<file path="src/rtl/sd_init_pkg.sv">
package sd_init_pkg;

    localparam logic [31:0] OCR_QUERY_ARG = 32'h0010_0000;
    localparam logic [31:0] SWITCH_ARG    = 32'h80FF_FFEF;
    localparam logic [31:0] BLOCK_LEN_ARG = 32'd512;
    localparam logic [31:0] WIDE_BUS_ARG  = 32'd2;

    typedef enum logic [1:0] {
        RT_NONE  = 2'd0,
        RT_SHORT = 2'd1,
        RT_LONG  = 2'd2,
        RT_OCR   = 2'd3
    } rsp_kind_e;

    // Order is the bring-up order; next_step relies on it.
    typedef enum logic [3:0] {
        ST_GO_IDLE  = 4'd0,
        ST_APP_OCR  = 4'd1,
        ST_OCR      = 4'd2,
        ST_CID      = 4'd3,
        ST_ADDR     = 4'd4,
        ST_CSD      = 4'd5,
        ST_SELECT   = 4'd6,
        ST_APP_BUS  = 4'd7,
        ST_BUS      = 4'd8,
        ST_BLKLEN   = 4'd9,
        ST_SWITCH   = 4'd10
    } step_e;

    typedef enum logic [2:0] {
        PH_IDLE  = 3'd0,
        PH_ISSUE = 3'd1,
        PH_WAIT  = 3'd2,
        PH_EVAL  = 3'd3,
        PH_DATA  = 3'd4,
        PH_READY = 3'd5,
        PH_FAIL  = 3'd6
    } phase_e;

    typedef struct packed {
        logic [5:0]  index;
        logic [31:0] arg;
        rsp_kind_e   kind;
    } sd_cmd_t;

    function automatic sd_cmd_t cmd_for(step_e s, logic [15:0] rca);
        sd_cmd_t     c;
        logic [31:0] addr_arg;
        addr_arg = {rca, 16'h0000};
        c.index  = 6'd0;
        c.arg    = 32'd0;
        c.kind   = RT_NONE;
        case (s)
            ST_APP_OCR, ST_APP_BUS: begin
                c.index = 6'd55; c.arg = addr_arg; c.kind = RT_SHORT;
            end
            ST_OCR: begin
                c.index = 6'd41; c.arg = OCR_QUERY_ARG; c.kind = RT_OCR;
            end
            ST_CID: begin
                c.index = 6'd2; c.kind = RT_LONG;
            end
            ST_ADDR: begin
                c.index = 6'd3; c.kind = RT_SHORT;
            end
            ST_CSD: begin
                c.index = 6'd9; c.arg = addr_arg; c.kind = RT_LONG;
            end
            ST_SELECT: begin
                c.index = 6'd7; c.arg = addr_arg; c.kind = RT_SHORT;
            end
            ST_BUS: begin
                c.index = 6'd6; c.arg = addr_arg | WIDE_BUS_ARG; c.kind = RT_SHORT;
            end
            ST_BLKLEN: begin
                c.index = 6'd16; c.arg = BLOCK_LEN_ARG; c.kind = RT_SHORT;
            end
            ST_SWITCH: begin
                c.index = 6'd6; c.arg = SWITCH_ARG; c.kind = RT_SHORT;
            end
            default: begin
                c.index = 6'd0;
            end
        endcase
        return c;
    endfunction

    function automatic logic is_prefix(step_e s);
        return (s == ST_APP_OCR) || (s == ST_APP_BUS);
    endfunction

    function automatic logic follows_prefix(step_e s);
        return (s == ST_OCR) || (s == ST_BUS);
    endfunction

    function automatic step_e next_step(step_e s);
        return step_e'(s + 4'd1);
    endfunction

endpackage

</file>
<file path="src/rtl/sd_step_counter.sv">
module sd_step_counter #(
    parameter int  LIMIT = 4,
    localparam int CW    = (LIMIT > 1) ? $clog2(LIMIT) : 1
) (
    input  logic clk,
    input  logic rst,
    input  logic clr,
    input  logic inc,
    output logic at_last
);

    logic [CW-1:0] cnt;

    assign at_last = (cnt == CW'(LIMIT - 1));

    always_ff @(posedge clk) begin
        if (rst || clr) begin
            cnt <= '0;
        end else if (inc && !at_last) begin
            cnt <= cnt + 1'b1;
        end
    end


    count_range_chk: assert property (@(posedge clk) disable iff (rst)
        cnt <= CW'(LIMIT - 1));

endmodule

</file>
<file path="src/rtl/sd_rsp_collect.sv">
module sd_rsp_collect #(
    parameter int  WORD_W    = 32,
    parameter int  MAX_WORDS = 4,
    localparam int CNT_W     = $clog2(MAX_WORDS + 1),
    localparam int ACC_W     = WORD_W * MAX_WORDS
) (
    input  logic              clk,
    input  logic              rst,
    input  logic              clear,
    input  logic              en,
    input  logic [CNT_W-1:0]  need,
    input  logic              word_valid,
    input  logic [WORD_W-1:0] word,
    input  logic              word_err,
    output logic              last,
    output logic              err_seen,
    output logic [ACC_W-1:0]  value
);

    logic [CNT_W-1:0] cnt;
    logic             take;
    logic [ACC_W-1:0] shifted;

    assign take = en && word_valid;
    assign last = take && (cnt == need - 1'b1);

    generate
        if (MAX_WORDS > 1) begin : g_shift
            assign shifted = {value[ACC_W-WORD_W-1:0], word};
        end else begin : g_single
            assign shifted = word;
        end
    endgenerate

    always_ff @(posedge clk) begin
        if (rst || clear) begin
            cnt      <= '0;
            err_seen <= 1'b0;
            value    <= '0;
        end else if (take) begin
            cnt      <= cnt + 1'b1;
            err_seen <= err_seen | word_err;
            value    <= shifted;
        end
    end


    words_bound_chk: assert property (@(posedge clk) disable iff (rst)
        en |-> (cnt < need));

endmodule

</file>
<file path="src/rtl/sd_card_init.sv">
module sd_card_init
    import sd_init_pkg::*;
#(
    parameter int WORD_W      = 32,
    parameter int CMD_RETRIES = 3,
    parameter int OCR_TRIES   = 1000,
    parameter int BLOCK_BYTES = 512,
    parameter int DATA_W      = 32
) (
    input  logic              clk,
    input  logic              rst,
    input  logic              start,
    input  logic              multi_bank,
    output logic              cmd_valid,
    input  logic              cmd_ready,
    output logic [5:0]        cmd_index,
    output logic [31:0]       cmd_arg,
    output logic [1:0]        cmd_rtype,
    input  logic              rsp_valid,
    input  logic [WORD_W-1:0] rsp_word,
    input  logic              rsp_err,
    input  logic              dat_valid,
    output logic [15:0]       rca,
    output logic [127:0]      csd,
    output logic              ready,
    output logic              failed
);

    localparam int SHORT_WORDS = 32 / WORD_W;
    localparam int LONG_WORDS  = 128 / WORD_W;
    localparam int NEED_W      = $clog2(LONG_WORDS + 1);
    localparam int BLOCK_WORDS = BLOCK_BYTES * 8 / DATA_W;

    phase_e        phase;
    step_e         step;
    logic [15:0]   rca_q;
    logic [127:0]  csd_q;
    sd_cmd_t       cur;

    logic              start_ok;
    logic              eval;
    logic [NEED_W-1:0] need;
    logic              rsp_last;
    logic              rsp_bad;
    logic [127:0]      rsp_value;
    logic [31:0]       short_rsp;
    logic              ocr_busy;
    logic              retry_last;
    logic              ocr_last;
    logic              data_last_word;

    assign cur       = cmd_for(step, rca_q);
    assign cmd_valid = (phase == PH_ISSUE);
    assign cmd_index = cur.index;
    assign cmd_arg   = cur.arg;
    assign cmd_rtype = cur.kind;
    assign rca       = rca_q;
    assign csd       = csd_q;
    assign ready     = (phase == PH_READY);
    assign failed    = (phase == PH_FAIL);

    assign start_ok  = start && (phase == PH_IDLE || phase == PH_READY || phase == PH_FAIL);
    assign eval      = (phase == PH_EVAL);
    assign short_rsp = rsp_value[31:0];
    assign ocr_busy  = eval && !rsp_bad && (step == ST_OCR)
                     && (short_rsp != 32'd0) && !short_rsp[31];

    always_comb begin
        case (cur.kind)
            RT_NONE: need = '0;
            RT_LONG: need = NEED_W'(LONG_WORDS);
            default: need = NEED_W'(SHORT_WORDS);
        endcase
    end

    sd_rsp_collect #(
        .WORD_W    (WORD_W),
        .MAX_WORDS (LONG_WORDS)
    ) u_collect (
        .clk        (clk),
        .rst        (rst),
        .clear      (phase == PH_ISSUE),
        .en         (phase == PH_WAIT),
        .need       (need),
        .word_valid (rsp_valid),
        .word       (rsp_word),
        .word_err   (rsp_err),
        .last       (rsp_last),
        .err_seen   (rsp_bad),
        .value      (rsp_value)
    );

    sd_step_counter #(.LIMIT(CMD_RETRIES + 1)) u_retry (
        .clk     (clk),
        .rst     (rst),
        .clr     (start_ok || (eval && !rsp_bad && !is_prefix(step))),
        .inc     (eval && rsp_bad),
        .at_last (retry_last)
    );

    sd_step_counter #(.LIMIT(OCR_TRIES)) u_ocr (
        .clk     (clk),
        .rst     (rst),
        .clr     (start_ok),
        .inc     (ocr_busy),
        .at_last (ocr_last)
    );

    sd_step_counter #(.LIMIT(BLOCK_WORDS)) u_data (
        .clk     (clk),
        .rst     (rst),
        .clr     (phase != PH_DATA),
        .inc     ((phase == PH_DATA) && dat_valid),
        .at_last (data_last_word)
    );

    always_ff @(posedge clk) begin
        if (rst) begin
            phase <= PH_IDLE;
            step  <= ST_GO_IDLE;
            rca_q <= '0;
            csd_q <= '0;
        end else begin
            case (phase)
                PH_IDLE, PH_READY, PH_FAIL: begin
                    if (start) begin
                        phase <= PH_ISSUE;
                        step  <= ST_GO_IDLE;
                        rca_q <= '0;
                        csd_q <= '0;
                    end
                end
                PH_ISSUE: begin
                    if (cmd_ready) begin
                        phase <= (cur.kind == RT_NONE) ? PH_EVAL : PH_WAIT;
                    end
                end
                PH_WAIT: begin
                    if (rsp_last) begin
                        phase <= PH_EVAL;
                    end
                end
                PH_EVAL: begin
                    if (rsp_bad) begin
                        if (retry_last) begin
                            phase <= PH_FAIL;
                        end else begin
                            phase <= PH_ISSUE;
                            if (follows_prefix(step)) begin
                                step <= step_e'(step - 4'd1);
                            end
                        end
                    end else begin
                        case (step)
                            ST_OCR: begin
                                if (short_rsp == 32'd0) begin
                                    phase <= PH_FAIL;
                                end else if (!short_rsp[31]) begin
                                    if (ocr_last) begin
                                        phase <= PH_FAIL;
                                    end else begin
                                        phase <= PH_ISSUE;
                                        step  <= ST_GO_IDLE;
                                    end
                                end else begin
                                    phase <= PH_ISSUE;
                                    step  <= ST_CID;
                                end
                            end
                            ST_ADDR: begin
                                rca_q <= short_rsp[31:16];
                                phase <= PH_ISSUE;
                                step  <= next_step(step);
                            end
                            ST_CSD: begin
                                csd_q <= rsp_value;
                                phase <= PH_ISSUE;
                                step  <= next_step(step);
                            end
                            ST_BLKLEN: begin
                                if (multi_bank) begin
                                    phase <= PH_ISSUE;
                                    step  <= ST_SWITCH;
                                end else begin
                                    phase <= PH_READY;
                                end
                            end
                            ST_SWITCH: begin
                                phase <= PH_DATA;
                            end
                            default: begin
                                phase <= PH_ISSUE;
                                step  <= next_step(step);
                            end
                        endcase
                    end
                end
                PH_DATA: begin
                    if (dat_valid && data_last_word) begin
                        phase <= PH_READY;
                    end
                end
                default: phase <= PH_IDLE;
            endcase
        end
    end


    cmd_hold_chk: assert property (@(posedge clk) disable iff (rst)
        cmd_valid && !cmd_ready |=> cmd_valid && $stable(cmd_index)
                                  && $stable(cmd_arg) && $stable(cmd_rtype));


    rca_source_chk: assert property (@(posedge clk) disable iff (rst)
        !$stable(rca) |-> $past(start) || ($past(cmd_index) == 6'd3));


    csd_source_chk: assert property (@(posedge clk) disable iff (rst)
        !$stable(csd) |-> $past(start) || ($past(cmd_index) == 6'd9));


    ready_single_chk: assert property (@(posedge clk) disable iff (rst)
        $rose(ready) && !$past(phase == PH_DATA)
            |-> ($past(cmd_index) == 6'd16) && !$past(multi_bank));


    ready_block_chk: assert property (@(posedge clk) disable iff (rst)
        $rose(ready) && $past(phase == PH_DATA) |-> $past(dat_valid));


    fail_sticky_chk: assert property (@(posedge clk) disable iff (rst)
        failed && !start |=> failed);

endmodule

</file>
<file path="config.mk">
export PLATFORM = sky130hd
export DESIGN_NAME = sd_card_init
export DESIGN_NICKNAME = d
export VERILOG_FILES = /design/src/rtl/sd_init_pkg.sv /design/src/rtl/sd_step_counter.sv /design/src/rtl/sd_rsp_collect.sv /design/src/rtl/sd_card_init.sv
export SDC_FILE = /design/constraint.sdc
export NUM_CORES = 1
export LEC_CHECK = 0
export BUFFER_PORTS_ARGS = -buffer_cell sky130_fd_sc_hd__buf_4
export CAP_MARGIN = 20
export CORE_UTILIZATION = 50
export DETAILED_ROUTE_END_ITERATION = 8
export PLACE_DENSITY = 0.84
export REMOVE_ABC_BUFFERS = 1
export SETUP_SLACK_MARGIN = 0.1
export SYNTH_ARGS = -nofsm -noshare
export SYNTH_HDL_FRONTEND = slang
export SYNTH_HIERARCHICAL = 1
export SYNTH_SLANG_ARGS = --single-unit
</file>
<file path="constraint.sdc">
create_clock -name clk -period 3.8 [get_ports clk]
set_clock_uncertainty 0.05 [all_clocks]
set_input_delay 0.19 -clock clk [delete_from_list [all_inputs] [get_ports clk]]
set_output_delay 0.19 -clock clk [all_outputs]
set_load 0.05 [all_outputs]
</file>
=== Word-level counts from Yosys, hierarchy flattened ===
Cells that the tools add are included.

* Register bits: 302
* Input port bits: 40
* Output and inout bits: 187
* Logic and storage cells: 132

* $add $sub $neg: 7
* Equality and inequality tests: 35
* Multiplexer cells: 35
* Bitwise operators: 1
* Reduce and logical (&&, ||, !) cells: 44

{| class="wikitable"
|+ Operator list
! kind !! number
|-
| $mux 128 || 3
|-
| $pmux 128 s2 || 1
|-
| $pmux 32 s5 || 1
|-
| $mux 16 || 3
|-
| $pmux 6 s8 || 1
|-
| $logic_not 32->1 || 1
|-
| $mux 4 || 8
|-
| $pmux 16 s2 || 1
|-
| $reduce_bool 32->1 || 1
|-
| $mux 3 || 10
|-
| $eq 4x3->1 const B || 4
|-
| $pmux 3 s5 || 1
|-
| $logic_and 1x1->1 || 14
|-
| $eq 4x4->1 const B || 3
|-
| $pmux 4 s3 || 1
|-
| $reduce_and 4->1 || 3
|-
| $add 10x1->10 const B || 1
|-
| $eq 10x10->1 const B || 1
|-
| $eq 3x3->1 const B || 3
|-
| $logic_or 1x1->1 || 9
|-
| $ne 3x3->1 const B || 3
|-
| $pmux 3 s3 || 1
|-
| $eq 4x2->1 const B || 2
|-
| $ne 2x2->1 const B || 4
|-
| 30 further kinds || 42
|}

=== Depth between registers and ports, before layout ===
Gate-level depths: netlist of the first run.

* Depth in word-level cells: 10
* Depth in mapped cells: 16
* Depth with buffers taken out: 15

=== By module ===
The synthesis of the first run kept the hierarchy.

{| class="wikitable"
|+ By module, submodules not included
! module !! instances !! cells each !! area an instance (µm²) !! sequential area each (µm²)
|-
| sd_card_init || 1 || 852 || 6563.8 || 3022.9
|-
| sd_rsp_collect || 1 || 582 || 4825.9 || 2642.5
|-
| sd_step_counter (u_ocr) || 1 || 65 || 563.0 || 200.2
|-
| sd_step_counter (u_data) || 1 || 36 || 336.6 || 140.1
|-
| sd_step_counter (u_retry) || 1 || 8 || 105.1 || 40.0
|}

=== Worst setup path after synthesis of the first run ===
Ideal clock, no wire load.

* Kind: flip-flop to flip-flop
* Start point: register step[1]
* End point: register phase[2]
* Setup time: 0.092 ns
* Arrival: 3.063 ns
* Required time: 3.658 ns
* Slack: 0.595 ns
* Stages on the path, launching flop included: 15
* Buffers on the path: 1
* Period minus slack after synthesis: 3.205 ns
* Cells stage by stage: dfxtp_1 -> inv_1 -> ha_1 -> clkbuf_1 -> nand2_1 -> a21oi_1 -> nor2b_1 -> xnor2_1 -> xnor2_1 -> nor4_1 -> nor3b_1 -> a21oi_1 -> o221ai_1 -> nor2_1 -> o32ai_1

* Word-level cells in the longest chain between the ends: 10
* Elaborated cells on any way between the ends: 24
* Classes of those cells: add/sub: 1; eq/ne: 13; mux: 5; reduce/logical: 5

{| class="wikitable"
|+ Ends and longest elaborated chain
! element !! RTL line !! source
|-
| start, declared || sd_card_init.sv:35 || <nowiki>step_e step;</nowiki>
|-
| start signal, assigned || sd_card_init.sv:150 || <nowiki>step <= step_e'(step - 4'd1);</nowiki>
|-
| start signal, assigned || sd_card_init.sv:173 || <nowiki>step <= next_step(step);</nowiki>
|-
| start signal, assigned || sd_card_init.sv:178 || <nowiki>step <= next_step(step);</nowiki>
|-
| $eq 4x1->1 (tied with other cells) || sd_init_pkg.sv:53 || <nowiki>case (s)</nowiki>
|-
| $reduce_or 7->1 (no source line) or $reduce_or 2->1 (tied branches) || - ||
|-
| $pmux 2 s3 (*) || sd_init_pkg.sv:53 ||
|-
| named net cmd_rtype[1] || sd_card_init.sv:18 || <nowiki>output logic [1:0] cmd_rtype,</nowiki>
|-
| $eq 2x2->1 or $logic_not 2->1 (tied branches) || sd_card_init.sv:69 || <nowiki>case (cur.kind)</nowiki>
|-
| $pmux 3 s2 (*) || sd_card_init.sv:69 ||
|-
| named net need[2] || sd_card_init.sv:42 || <nowiki>logic [NEED_W-1:0] need;</nowiki>
|-
| $sub 3x1->3 (*) || sd_rsp_collect.sv:25 || <nowiki>assign last = take && (cnt == need - 1'b1);</nowiki>
|-
| $eq 3x3->1 (*) || sd_rsp_collect.sv:25 ||
|-
| $logic_and 1x1->1 (*) || sd_rsp_collect.sv:25 ||
|-
| named net rsp_last || sd_card_init.sv:43 || <nowiki>logic rsp_last;</nowiki>
|-
| $ne 2x2->1 (no source line) (*) || - ||
|-
| $reduce_and 4->1 (no source line) (*) || - ||
|-
| end signal, assigned || sd_card_init.sv:135 || <nowiki>phase <= (cur.kind == RT_NONE) ? PH_EVAL : PH_WAIT;</nowiki>
|-
| end, declared || sd_card_init.sv:34 || <nowiki>phase_e phase;</nowiki>
|}

Mark *: on every way through the listed nets, which the timed path passes. The rest lies on a longest branch.
A chain may end at the register's enable or synchronous reset.

=== Worst setup path in the final report of the first run ===
* Start point: register step[1]
* End point: register phase[0]

* Word-level cells in the longest chain between the ends: 10
* Elaborated cells on any way between the ends: 26
* Classes of those cells: add/sub: 1; eq/ne: 13; mux: 7; reduce/logical: 5

{| class="wikitable"
|+ Ends and longest elaborated chain
! element !! RTL line
|-
| $eq 4x1->1 (tied with other cells) || sd_init_pkg.sv:53
|-
| $reduce_or 7->1 (no source line) or $reduce_or 2->1 (tied branches) || -
|-
| $pmux 2 s3 (*) || sd_init_pkg.sv:53
|-
| $eq 2x2->1 or $logic_not 2->1 (tied branches) || sd_card_init.sv:69
|-
| $pmux 3 s2 (*) || sd_card_init.sv:69
|-
| named net need[0] || sd_card_init.sv:42
|-
| $sub 3x1->3 (*) || sd_rsp_collect.sv:25
|-
| $eq 3x3->1 (*) || sd_rsp_collect.sv:25
|-
| $logic_and 1x1->1 (*) || sd_rsp_collect.sv:25
|-
| named net rsp_last || sd_card_init.sv:43
|-
| $ne 2x2->1 (no source line) (*) || -
|-
| $reduce_and 4->1 (no source line) (*) || -
|}

Mark *: on every way through the listed nets, which the timed path passes. The rest lies on a longest branch. The select of a mux whose other input is x is not followed.

==> impl_metrics.json, run 1 <==
{
  "cts_buffer_depth": 3,
  "final_nets": 1768,
  "num_vias": 11350,
  "grt_pass1_vias": 10550,
  "min_to": "u_data/cnt[5]$_SDFFE_PP0P_",
  "yosysWarnings": 6,
  "numCtsBuffers": 30,
  "wl_um": 32690,
  "r2r-start": "step[1]$_SDFFE_PP0P_",
  "synthMostInstantiatedCell": "nand2_1",
  "drt_first_pass_iters": 5,
  "synth_flop_cell": "dfxtp_1",
  "path_clk_slew_ns": 0.06,
  "async_flop_share": 0,
  "fillers": 2008,
  "max_freq_ghz": 0.3180,
  "core_um2": 24320,
  "drc": 0,
  "p_leak_nw": 5.511,
  "drv_slew": 0,
  "max-vdd-ir-drop_v": 0.0003095,
  "path_max_fanout": 11,
  "hpwl_um": 19970,
  "place_area_um2": 13890,
  "startpoint": "step[1]$_SDFFE_PP0P_",
  "drt-initial-drc-count": 986,
  "antenna_found_initial": 0,
  "grt.overflow.total": 0,
  "critical_path_arrival_ns": 3.53,
  "grt_max_degree": 98,
  "grtUsageTotal": 0.2490,
  "n_antenna_cell": 0,
  "synth_area_leader_cell": "dfxtp_1",
  "power_density_nw_per_um2": 448.2,
  "ioPinCount": 227,
  "synth_top_area_share": 0.4878,
  "post_drt_wl_per_cell_um": 15.85,
  "rr_worst_depth": 15,
  "synth_common_cells": "nand2_1, dfxtp_1, a21oi_1",
  "multiInputGateArea_um2": 5539,
  "cp-start-kind": "flop",
  "clock_latency_ns": 0.54,
  "yosysSeqAreaShare": 0.4878,
  "h-tree-depth": 1,
  "grt-busiest-layer": "met2",
  "outcome": "finished, final reports clean",
  "hold_slack_ns": 0.03152,
  "die_area_um2": 25420,
  "global_route.usage.met1": 0.3159,
  "cts_resized": 0,
  "cp.required_ns": 4.19,
  "rows": 57,
  "cts_tree": "yes",
  "final_antenna_net_count": 0,
  "gp_congestion": 0.8936,
  "drive_above_1_share": 0.1944,
  "worstMarginPinSlew_ns": 1.095,
  "ys_ff_latch": 302,
  "synth_edf_count": 0,
  "syn_inst": 1543,
  "post_cts_buffers": 0,
  "synth.distinct_cells": 71,
  "synth.avg_cell_area_um2": 8.033,
  "synthTopCellsByArea": "dfxtp_1, nand2_1, a21oi_1, nand3_1, a21oi_2",
  "rsz0062_at_grt": "no",
  "grt_pass1_wl_um": 53250,
  "hold_class": "in -> reg",
  "period_share": 0.8276,
  "start_util": 0.5096,
  "die_w_um": 159.4,
  "synth_area_um2": 12390,
  "avgViaCountPerCell": 5.504,
  "numClockSinks": 302,
  "gr-usage-met2": 0.4314,
  "min_period_ns": 3.145,
  "hold_viol": 0,
  "reg2reg_to": "phase[0]$_SDFFE_PP0P_",
  "final_cell_area_um2": 15290,
  "register_area_um2": 6046,
  "fp.dieH_um": 159.4,
  "areaGrowthSynthToFinish_pct": 23.39,
  "drv_cap": 0,
  "crit_path_end_kind": "flop",
  "crit_type": "reg -> reg",
  "worstHoldStart": "dat_valid",
  "numPortBuffers": 225,
  "maxSlewHeadroom": 0.2698,
  "whs_path_depth": 5,
  "grtUsageMet3": 0.02970,
  "ff2ff_setup_slack_ns": 0.66,
  "cts_root_buffer": "clkbuf_16",
  "setup_violations": 0
}
cell families (layout without fill, tap and decap cells):
family / after synthesis / in the layout / share of synthesized area
DFF: 302 / 302 / 0.4878
adders and majority gates: 11 / 11 / 0.01110
and+or+nand+nor: 706 / 706 / 0.2520
buffers and inverters: 149 / 344 / 0.06965
muxes: 10 / 10 / 0.008177
AOI/OAI and AO/OA: 355 / 355 / 0.1647
xor gates and xnor gates: 9 / 9 / 0.006360
other: 1 / 2 / 0.0003026
power by group:
group          leakage, nW  switching [mW]  internal (mW)
clock network        0.507            1.22           1.91
registers             2.43          0.0257           3.18
logic                 2.57           0.394          0.134
final cells by class:
class	instances	area share
Clock buffer	43	0.05629
Clock inverter	11	0.01235
Inverter	14	0.003436
Multi-Input combinational cell	1093	0.3622
Sequential cell	302	0.3953
Tap cell	324	0.02651
Timing Repair Buffer	276	0.1439
state kept, by name, summed over array words and instances, names as in the netlist:
register / flops
u_collect/err_seen: 1
u_retry/cnt: 2
phase: 3
u_collect/cnt: 3
csd: 128
rca: 16
u_data/cnt: 7
u_collect/value: 128
step: 4
u_ocr/cnt: 10
layer usage:
| layer | vias to the layer above | wire length, µm |
|---|---|---|
| met5 | - | 0 |
| met4 | 0 | 1169 |
| met3 | 79 | 1799 |
| met2 | 397 | 15900 |
| met1 | 5326 | 13820 |
| li1 | 5552 | - |
through the flow:
stage	setup WS [ns]	utilization	power [mW]	instances	TNS, ns
after floorplan	-3.038	-	3.530	1409	-412.98
after global placement	0.8421	0.5713	3.761	1974	0
after detailed placement	0.7152	0.5713	3.765	1974	0
after CTS	0.6970	0.6289	6.893	2063	0
after global routing	0.3940	0.6289	7.076	2063	0
final	0.6551	0.6289	6.854	2063	0
repair_timing:
action                                  CTS  global route
endpoints found under the setup margin    0             0
endpoints found under the hold margin    37             0
hold buffers                             35             0
placed cells by master, fill, tap and decap left out, types with 4 or more instances in the layout:
master,synthesis,layout
and2_1,12,11
clkbuf_1,44,8
bufinv_16,0,5
nand2_1,448,447
clkbuf_8,0,4
or3_1,5,5
o21ai_0,13,12
nand4_1,5,5
o211ai_1,4,4
buf_4,28,237
a211oi_1,4,4
nor2_1,24,23
nand3_1,153,153
xnor2_1,6,6
mux2i_1,9,9
nor3b_1,5,5
nor3_1,6,6
a21oi_1,266,266
nand2b_1,7,7
clkbuf_16,0,31
a21oi_2,28,28
nor4_1,9,9
inv_1,14,14
dlygate4sd3_1,0,35
dfxtp_1,302,302
a31oi_1,6,6
ha_1,11,11
critical path, cell delays in order, from the launching register on:
cell and delay, ns:
dfxtp_1 0.35, inv_1 0.13, ha_1 0.47, nor3_1 0.09, o21ai_0 0.26, and2_1 0.21
inv_1 0.06, ha_1 0.20, xnor2_1 0.20, xnor2_1 0.14, nor4_1 0.06, nor3b_1 0.19
a21oi_1 0.07, o221ai_1 0.28, nand2b_1 0.10, and3_1 0.17
worst max-delay path by stage:
stage | to | slack (ns) | depth (start not counted)
4_1_cts | phase[0]$_SDFFE_PP0P_ | 0.70 | 15
6_report | phase[0]$_SDFFE_PP0P_ | 0.66 | 15
3_5_place_dp | phase[2]$_SDFFE_PP0P_ | 0.72 | 15
3_3_place_gp | phase[2]$_SDFFE_PP0P_ | 0.84 | 15
2_1_floorplan | step[2]$_SDFFE_PP0P_ | -3.04 | 4
5_1_grt | phase[1]$_SDFFE_PP0P_ | 0.39 | 14
No activity file was read; power rests on OpenSTA's default activity.
==> run 2: changes to the inputs <==
- ABC_AREA: unset -> 1
- PLACE_DENSITY: 0.84 -> 0.86
- clock period: 3.8 -> 2.7 ns (I/O delays scaled with it)
==> run 2 against run 1 <==
Net effect: die area increased by 4.5%; synthesized cell count increased by 7.8%; sequential power up 72%; final cell count increased by 7.7%; total power up 140%; first-iteration DRC count is 2.7% higher; final area up 5.5%; register-to-register slack lost 0.42 ns; largest cell class unchanged; largest power group is now combinational logic; highest routed layer unchanged.
==> impl_metrics.json, run 2 <==
{
  "yosysWarnings": 6,
  "power_switching_mw": 7.114,
  "max-vdd-ir-drop_v": 0.001345,
  "hold_slack_ns": 0.03982,
  "crit_type": "reg -> out",
  "rows": 58,
  "max_freq_ghz": 0.3961,
  "areaGrowthSynthToFinish_pct": 24.57,
  "final_nets": 1919,
  "hold_class": "in -> reg",
  "final_cell_mix": "nor2_1, dfxtp_1, buf_4",
  "antenna_found_initial": 1,
  "synth_top_area_share": 0.4667,
  "period_share": 0.9350,
  "switching_share": 0.4238,
  "place_area_um2": 14510,
  "ff2ff_setup_slack_ns": 0.24,
  "final_antenna_net_count": 0,
  "startpoint": "step[0]$_SDFFE_PP0P_",
  "cp-start-kind": "flop",
  "start_util": 0.5115,
  "synthMostInstantiatedCell": "nor2_1",
  "grt_pass1_vias": 11100,
  "drt_first_pass_iters": 6,
  "synthTopCellsByArea": "dfxtp_1, nor2_1, nand2_1, o21ai_0, nand3_2",
  "path_clk_slew_ns": 0.06,
  "numCtsBuffers": 31,
  "whs_path_depth": 5,
  "p_seq_frac": 0.327,
  "hold_viol": 0,
  "clock_latency_ns": 0.55,
  "r2r-start": "step[0]$_SDFFE_PP0P_",
  "grtUsageTotal": 0.2514,
  "worstMarginPinSlew_ns": 1.053,
  "p_leak_nw": 6.293,
  "num_vias": 11880,
  "numClockSinks": 302,
  "cts_tree": "yes",
  "fin_util": 0.6372,
  "min_to": "u_data/cnt[6]$_SDFFE_PP0P_",
  "outcome": "finished, final reports clean",
  "synth_common_cells": "nor2_1, dfxtp_1, nand2_1",
  "synth_flop_cell": "dfxtp_1",
  "drv_slew": 0,
  "cts_root_buffer": "clkbuf_16",
  "crit_path_end_kind": "primary output",
  "finalPower_mw": 16.79,
  "path_max_fanout": 6,
  "die_w_um": 163.0,
  "synth.avg_cell_area_um2": 7.785,
  "reg2reg_to": "phase[1]$_SDFFE_PP0P_",
  "drc": 0,
  "grt.overflow.total": 0,
  "avgViaCountPerCell": 5.345,
  "ioPinCount": 227,
  "min_period_ns": 2.524,
  "mostFrequentLayoutCell": "nor2_1",
  "wl_um": 34900,
  "clockPowerShare": 0.263,
  "maxSlewHeadroom": 0.2961,
  "rsz0062_at_grt": "no",
  "rr_worst_depth": 20,
  "p_int_mw": 9.674,
  "power_density_nw_per_um2": 1040,
  "synth_area_um2": 12950,
  "synth_area_leader_cell": "dfxtp_1",
  "ys_ff_latch": 302,
  "die_area_um2": 26560,
  "synth_edf_count": 0,
  "final_cell_area_um2": 16140,
  "yosysSeqAreaShare": 0.4667,
  "h-tree-depth": 1,
  "fillers": 2118,
  "critical_path_arrival_ns": 2.34,
  "drv_cap": 0,
  "drt-initial-drc-count": 1013,
  "setup_violations": 0,
  "worstHoldStart": "dat_valid",
  "synth.distinct_cells": 43,
  "drive_above_1_share": 0.2480,
  "gp_congestion": 0.8727,
  "cts_buffer_depth": 3,
  "tns_ns": 0,
  "core_um2": 25330,
  "grt_max_degree": 129,
  "hpwl_um": 21500,
  "fp.dieH_um": 163.0,
  "numPortBuffers": 225,
  "post_drt_wl_per_cell_um": 15.70,
  "grt_pass1_wl_um": 54410,
  "async_flop_share": 0,
  "syn_inst": 1664,
  "cp.required_ns": 2.52,
  "combPwrFrac": 0.410
}
run 2: routing by layer:
metal | up-vias | wire, µm | track usage
met4 | 0 | 888 | 0.08369
met3 | 69 | 2222 | 0.03718
met2 | 455 | 16920 | 0.4364
li1 | 5790 | - | -
met1 | 5563 | 14860 | 0.3175
met5 | - | 0 | 0
run 2: worst max path at each step:
| stage | slack (ns) | to | depth (start not counted) |
|---|---|---|---|
| after floorplan | -2.85 | step[2]$_SDFFE_PP0P_ | 9 |
| after global placement | 0.07 | phase[1]$_SDFFE_PP0P_ | 20 |
| after detailed placement | 0.05 | phase[1]$_SDFFE_PP0P_ | 20 |
| after CTS | 0.1 | cmd_arg[29] | 10 |
| after global routing | 0.05 | phase[1]$_SDFFE_PP0P_ | 20 |
| final | 0.18 | cmd_arg[22] | 10 |
run 2: power groups by stage:
| stage | Sequential [mW] | Clock [mW] | Combinational [mW] |
|---|---|---|---|
| after global placement | 5.52 | 0 | 6.35 |
| after floorplan | 6.03 | 0 | 3.74 |
| after CTS | 5.45 | 4.49 | 6.70 |
| final | 5.49 | 4.42 | 6.88 |
| after detailed placement | 5.54 | 0 | 6.42 |
| after global routing | 5.56 | 4.67 | 7.42 |
run 2: worst max-delay path, cell delays in order (launching register included):
cell and delay, ns:
dfxtp_4 0.37, buf_6 0.12, ha_4 0.16, nand2_4 0.07
a21oi_4 0.16, buf_4 0.15, nor3b_4 0.04, buf_4 0.15
buf_6 0.14, o21ai_0 0.18, buf_4 0.23
run 2: timing repair:
| action | 4_1_cts | 5_1_grt |
|---|---|---|
| gates cloned | 1 | 0 |
| buffers inserted | 3 | 2 |
| pin swaps | 3 | 7 |
| hold buffers | 34 | 0 |
| setup endpoints to repair | 16 | 21 |
| gates resized for setup | 21 | 29 |
| endpoints found under the hold margin | 69 | 0 |
run 2: final cells by class:
class	instances	area [µm²]	share of cell area
Inverter	90	355.3	0.02202
Antenna cell	1	2.502	0.0001551
Sequential cell	302	6056	0.3753
Tap cell	330	412.9	0.02559
Clock inverter	14	193.9	0.01202
Clock buffer	42	867.1	0.05373
Multi-Input combinational cell	1150	5843	0.3621
Timing Repair Buffer	293	2407	0.1492
run 2: kinds of logic (layout without fill, tap and decap cells):
kind of cell	Yosys count	in the layout	share of synthesized area
simple gates	796	796	0.2789
compound gates	335	335	0.1444
flops	302	302	0.4667
buf+inv	213	439	0.09504
fa+ha+maj	11	11	0.01062
xor+xnor	6	6	0.004056
other cells	1	3	0.0002895
run 2: through the flow:
| stage | worst slack, ns | cells |
|---|---|---|
| final | 0.1755 | 2222 |
| after global routing | 0.04562 | 2222 |
| after CTS | 0.09870 | 2219 |
| after detailed placement | 0.04969 | 2125 |
| after global placement | 0.07343 | 2125 |
| after floorplan | -2.852 | 1542 |
